--- config.mk ---
export PLATFORM = sky130hd
export DESIGN_NAME = cap_trigger_unit
export DESIGN_NICKNAME = d
export VERILOG_FILES = /design/src/rtl/cap_pkg.sv /design/src/rtl/cap_sync.sv /design/src/rtl/cap_edge_sel.sv /design/src/rtl/cap_store.sv /design/src/rtl/cap_trigger_unit.sv
export SDC_FILE = /design/constraint.sdc
export NUM_CORES = 1
export LEC_CHECK = 0
export ABC_AREA = 1
export BUFFER_PORTS_ARGS = -buffer_cell sky130_fd_sc_hd__buf_2
export CORE_MARGIN = 10
export CORE_UTILIZATION = 45
export DETAILED_ROUTE_END_ITERATION = 10
export MAX_ROUTING_LAYER = met4
export PLACE_DENSITY = 0.71
export RECOVER_POWER = 25
export SETUP_SLACK_MARGIN = 0.3
export SYNTH_ARGS = -nofsm -noshare
export SYNTH_HDL_FRONTEND = slang
export SYNTH_HIERARCHICAL = 1
export SYNTH_SLANG_ARGS = --single-unit
--- constraint.sdc ---
create_clock -name clk -period 4.7 [get_ports clk]
set_input_delay 0.47 -clock clk [delete_from_list [all_inputs] [get_ports clk]]
set_output_delay 0.47 -clock clk [all_outputs]
set_load 0.03 [all_outputs]
--- src/rtl/cap_pkg.sv ---
package cap_pkg;

    typedef enum logic [1:0] {
        TRIG_OFF  = 2'b00,
        TRIG_RISE = 2'b01,
        TRIG_FALL = 2'b10,
        TRIG_ANY  = 2'b11
    } trig_mode_e;

    typedef struct packed {
        logic pin;
        logic cnt;
        logic dir;
    } cap_in_t;

    localparam int CAP_IN_W = $bits(cap_in_t);

    // Pick the qualifying condition for the selected mode.
    function automatic logic trig_eval(input trig_mode_e mode,
                                       input logic up,
                                       input logic down,
                                       input logic any);
        logic hit;
        unique case (mode)
            TRIG_RISE: hit = up;
            TRIG_FALL: hit = down;
            TRIG_ANY:  hit = any;
            default:   hit = 1'b0;
        endcase
        return hit;
    endfunction

endpackage

--- src/rtl/cap_sync.sv ---
module cap_sync #(
    parameter int W      = 3,
    parameter int STAGES = 2
) (
    input  logic         clk,
    input  logic         rst,
    input  logic [W-1:0] d_in,
    output logic [W-1:0] q_cur,
    output logic [W-1:0] q_prev
);
    logic [W-1:0] stage_q [STAGES];

    for (genvar i = 0; i < STAGES; i++) begin : g_stage
        if (i == 0) begin : g_first
            always_ff @(posedge clk) begin
                if (rst) stage_q[0] <= '0;
                else     stage_q[0] <= d_in;
            end
        end else begin : g_next
            always_ff @(posedge clk) begin
                if (rst) stage_q[i] <= '0;
                else     stage_q[i] <= stage_q[i-1];
            end
        end
    end

    always_ff @(posedge clk) begin
        if (rst) q_prev <= '0;
        else     q_prev <= stage_q[STAGES-1];
    end

    assign q_cur = stage_q[STAGES-1];

endmodule

--- src/rtl/cap_edge_sel.sv ---
module cap_edge_sel
    import cap_pkg::*;
(
    input  logic       clk,
    input  logic       rst,
    input  logic       src_sel,
    input  trig_mode_e mode,
    input  cap_in_t    cur,
    input  cap_in_t    prev,
    output logic       trig
);
    logic pin_up, pin_dn, pin_any;
    logic par_cur, par_prev, par_up, par_dn, pair_any;

    always_comb begin
        pin_up   = cur.pin & ~prev.pin;
        pin_dn   = ~cur.pin & prev.pin;
        pin_any  = cur.pin ^ prev.pin;
        par_cur  = cur.cnt ^ cur.dir;
        par_prev = prev.cnt ^ prev.dir;
        par_up   = par_cur & ~par_prev;
        par_dn   = ~par_cur & par_prev;
        pair_any = (cur.cnt ^ prev.cnt) | (cur.dir ^ prev.dir);
    end

    assign trig = src_sel ? trig_eval(mode, par_up, par_dn, pair_any)
                          : trig_eval(mode, pin_up, pin_dn, pin_any);

    // unchanged parity never triggers in the directional modes
    assert_parity_hold_R10: assert property (@(posedge clk) disable iff (rst)
        (src_sel && (mode == TRIG_RISE || mode == TRIG_FALL) &&
         ((cur.cnt ^ cur.dir) == (prev.cnt ^ prev.dir))) |-> !trig);

    // pair inputs alone cannot trigger while the pin is selected
    assert_pin_only_R13: assert property (@(posedge clk) disable iff (rst)
        (!src_sel && cur.pin == prev.pin) |-> !trig);

endmodule

--- src/rtl/cap_store.sv ---
module cap_store #(
    parameter int TIMER_W = 16
) (
    input  logic               clk,
    input  logic               rst,
    input  logic               trig,
    input  logic               irq_clr,
    output logic [TIMER_W-1:0] count,
    output logic [TIMER_W-1:0] capture,
    output logic               irq
);
    always_ff @(posedge clk) begin
        if (rst) count <= '0;
        else     count <= count + 1'b1;
    end

    always_ff @(posedge clk) begin
        if (rst)       capture <= '0;
        else if (trig) capture <= count;
    end

    always_ff @(posedge clk) begin
        if (rst)          irq <= 1'b0;
        else if (trig)    irq <= 1'b1;
        else if (irq_clr) irq <= 1'b0;
    end

    assert_count_step_R2: assert property (@(posedge clk) disable iff (rst)
        1'b1 |=> count == $past(count) + 1'b1);

    assert_capture_load_R11: assert property (@(posedge clk) disable iff (rst)
        trig |=> capture == $past(count));

    assert_capture_hold_R11: assert property (@(posedge clk) disable iff (rst)
        !trig |=> $stable(capture));

    assert_irq_sticky_R12: assert property (@(posedge clk) disable iff (rst)
        (irq && !irq_clr) |=> irq);

    assert_irq_setwins_R12: assert property (@(posedge clk) disable iff (rst)
        trig |=> irq);

endmodule

--- src/rtl/cap_trigger_unit.sv ---
module cap_trigger_unit
    import cap_pkg::*;
#(
    parameter int TIMER_W     = 16,
    parameter int SYNC_STAGES = 2
) (
    input  logic               clk,
    input  logic               rst,
    input  logic               src_sel,
    input  logic [1:0]         trig_mode,
    input  logic               cap_pin,
    input  logic               cnt_in,
    input  logic               dir_in,
    input  logic               irq_clr,
    output logic [TIMER_W-1:0] count_out,
    output logic [TIMER_W-1:0] capture_out,
    output logic               irq
);
    trig_mode_e mode_e;
    cap_in_t    raw_in, smp_cur, smp_prev;
    logic       trig;

    assign mode_e = trig_mode_e'(trig_mode);
    assign raw_in = '{pin: cap_pin, cnt: cnt_in, dir: dir_in};

    cap_sync #(.W(CAP_IN_W), .STAGES(SYNC_STAGES)) u_sync (
        .clk    (clk),
        .rst    (rst),
        .d_in   (raw_in),
        .q_cur  (smp_cur),
        .q_prev (smp_prev)
    );

    cap_edge_sel u_sel (
        .clk     (clk),
        .rst     (rst),
        .src_sel (src_sel),
        .mode    (mode_e),
        .cur     (smp_cur),
        .prev    (smp_prev),
        .trig    (trig)
    );

    cap_store #(.TIMER_W(TIMER_W)) u_store (
        .clk     (clk),
        .rst     (rst),
        .trig    (trig),
        .irq_clr (irq_clr),
        .count   (count_out),
        .capture (capture_out),
        .irq     (irq)
    );

    assert_off_quiet_R3: assert property (@(posedge clk) disable iff (rst)
        (trig_mode == 2'b00) |-> !trig);

endmodule

==> impl_metrics.json <==
{
  "htree_levels": 2,
  "cts_buffers": 5,
  "worstPathArrival_ps": 2540,
  "gr-total-overflow": 0,
  "crit_path_frequent_cell": "nand2_1",
  "post-synth-top-area-cell": "dfxtp_1",
  "worstPathMaxFanout": 25,
  "grt_max_degree": 29,
  "rsz0062_at_grt": "false",
  "post_cts.repair.setup_buffers": 0,
  "track_usage": 0.124,
  "avgSynthCellArea_um2": 7.07,
  "worst_ir_drop_vdd_v": 0.000212,
  "drt_iter0_markers": 94,
  "maxCapViolCount": 0,
  "ctsResizeCount": 0,
  "syn_to_final_growth_pct": 17.4,
  "dieHeight_um": 81.9,
  "critPathMaxStageDelay_ps": 510,
  "std_cell_rows": 22,
  "ys_top_cells_by_area": "dfxtp_1, nand2_1, nor2_1",
  "finalCritPeriodShare": 0.502,
  "vias": 1562,
  "crit_buf_inv": 2,
  "worstPathRequired_ps": 4880,
  "start_util": 0.468,
  "grt_pass1_vias": 1490,
  "fmax_ghz": 0.424,
  "ys_types": 24,
  "cts_root_buf": "clkbuf_8",
  "layout_min_cycle_time_ps": 2360,
  "via_per_inst": 4.66,
  "hold_viol": 0,
  "p_per_area_nw_per_um2": 340,
  "status": "completed",
  "ys_seq_elements": 42,
  "cp_slowest_cell": "nand2_1",
  "fillers": 391,
  "syn-cell-area_um2": 1730,
  "path_cells": "inv_1 > ha_1 > nand2_1 > o21ai_0 > a21oi_2 > nand2_1 > nand2_1 > clkinv_1 > nor2_1 > nor2_1",
  "maxSlewViolCount": 0,
  "die_area_um2": 6710,
  "ant_nets": 0,
  "hp-class": "primary input to register",
  "place_hpwl_um": 2860,
  "clockBufferDepth": 2,
  "dr.pass1.iters": 4,
  "end_kind": "register",
  "antenna_found_initial": 0,
  "tightest_slew_ps": 698,
  "clk_latency_ps": 290,
  "fin_skew_ps": 7.23,
  "port_buffers": 41,
  "worst_setup_path_start_kind": "register",
  "dpl-instance-area_um2": 1960,
  "syn_inst": 244,
  "diodes": 0,
  "die_x_um": 81.9,
  "critPathTopFamily": "simple AND/OR/NAND/NOR gates",
  "cts_tree": "done",
  "layout-drive-gt1-share": 0.153,
  "yosys_warnings": 6,
  "cts.sinks": 42,
  "yosysTopAreaCellShare": 0.487,
  "crit_type": "register to register",
  "coreArea_um2": 3690,
  "nNetsFinal": 299,
  "power_leakage_nw": 0.979,
  "syn-num-nets": 256,
  "hold_buffers": 0,
  "gp_congestion": 0.777,
  "final_cell_area_um2": 2030,
  "setup_viol": 0,
  "pin_count": 42,
  "drc": 0,
  "wl_per_cell_um": 11.5,
  "grt_pass1_wl_um": 6350,
  "slew_headroom": 0.534,
  "wirelength_um": 3840,
  "seq_area_frac_synth": 0.487,
  "clkTransAtPathRegs_ps": 70,
  "post-route-util": 0.549,
  "setup_tns_ps": 0
}
## cell families (layout without fill, tap and decap cells)
family / after synthesis / after routing / share of synthesized area
simple gates: 116 / 116 / 0.267
compound gates: 39 / 39 / 0.116
fa+ha+maj: 3 / 3 / 0.0218
xor+xnor: 2 / 2 / 0.0102
buf+inv: 42 / 85 / 0.0979
flops: 42 / 42 / 0.487
## sequential cells by signal, indices dropped and copies added, names as in the netlist
signal,flops
u_store/capture,16
u_sync/stage_q,6
u_store/irq,1
u_store/count,16
u_sync/q_prev,3
## final timing paths
check | startpoint | endpoint | slack (ps) | depth (start not counted)
worst min register to register | u_sync/stage_q[0][2] | u_sync/stage_q[1][2] | 400 | 2
worst max-delay path | u_sync/stage_q[1][2] | u_store/capture[13] | 2340 | 10
worst min-delay path | cnt_in | u_sync/stage_q[0][1] | 380 | 3
worst max register to register | u_sync/stage_q[1][2] | u_store/capture[13] | 2340 | 10
## placed cells by master (no fill, tap or decap), types with 2 or more instances in the layout
cell type,count
clkinv_1,2
nor2_1,52
nand3_1,8
inv_2,2
a21oi_1,14
ha_1,3
buf_2,34
dfxtp_1,42
clkbuf_8,5
clkbuf_1,9
o21ai_0,22
nand2_1,51
inv_1,33
## metrics by stage
stage | setup slack (ps) | total power, mW | instances | hold WS, ps
6_report | 2340 | 0.689 | 335 | 383
5_1_grt | 2060 | 0.724 | 335 | 378
4_1_cts | 2330 | 0.699 | 335 | 374
3_5_place_dp | 2350 | 0.485 | 328 | 397
3_3_place_gp | 2430 | 0.483 | 328 | 391
2_1_floorplan | 3170 | 0.457 | 244 | 388
## worst reg2reg max path: cells and delay by family (launching register included)
kind,cells,cell delay (ps)
adders and majority gates,1,290
DFF,1,350
AOI/OAI and AO/OA,2,230
buffers and inverters,2,500
and+or+nand+nor,5,880
## synthesized netlist by cell type (all sizes together)
library cell	count
nor3	1
o21ai	23
clkbuf	2
a21oi	15
ha	3
xor2	1
clkinv	2
dfxtp	42
inv	35
nor2	53
nand4	1
nand3b	1
xnor2	1
buf	3
a31oi	1
nand2	52
nand3	8
## layout make-up
cell class	instances	area (µm²)	area share
clock buffers	7	76.3	0.0377
inverters	37	139	0.0686
multi-input cells	160	713	0.352
flip-flops and latches	42	841	0.415
well taps	48	60.1	0.0296
repair buffers	41	196	0.0970
## power breakdown
group / internal (mW) / switching (mW)
clock network: 0.102 / 0.112
logic: 0.0245 / 0.0654
registers: 0.374 / 0.0108
## routing by layer
layer  track usage  part of all wire
met2         0.199              0.45
met1         0.136              0.47
met4        0.0459             0.018
met3        0.0513             0.054
met5             -                 0
Power figures use the tool's default switching activity.
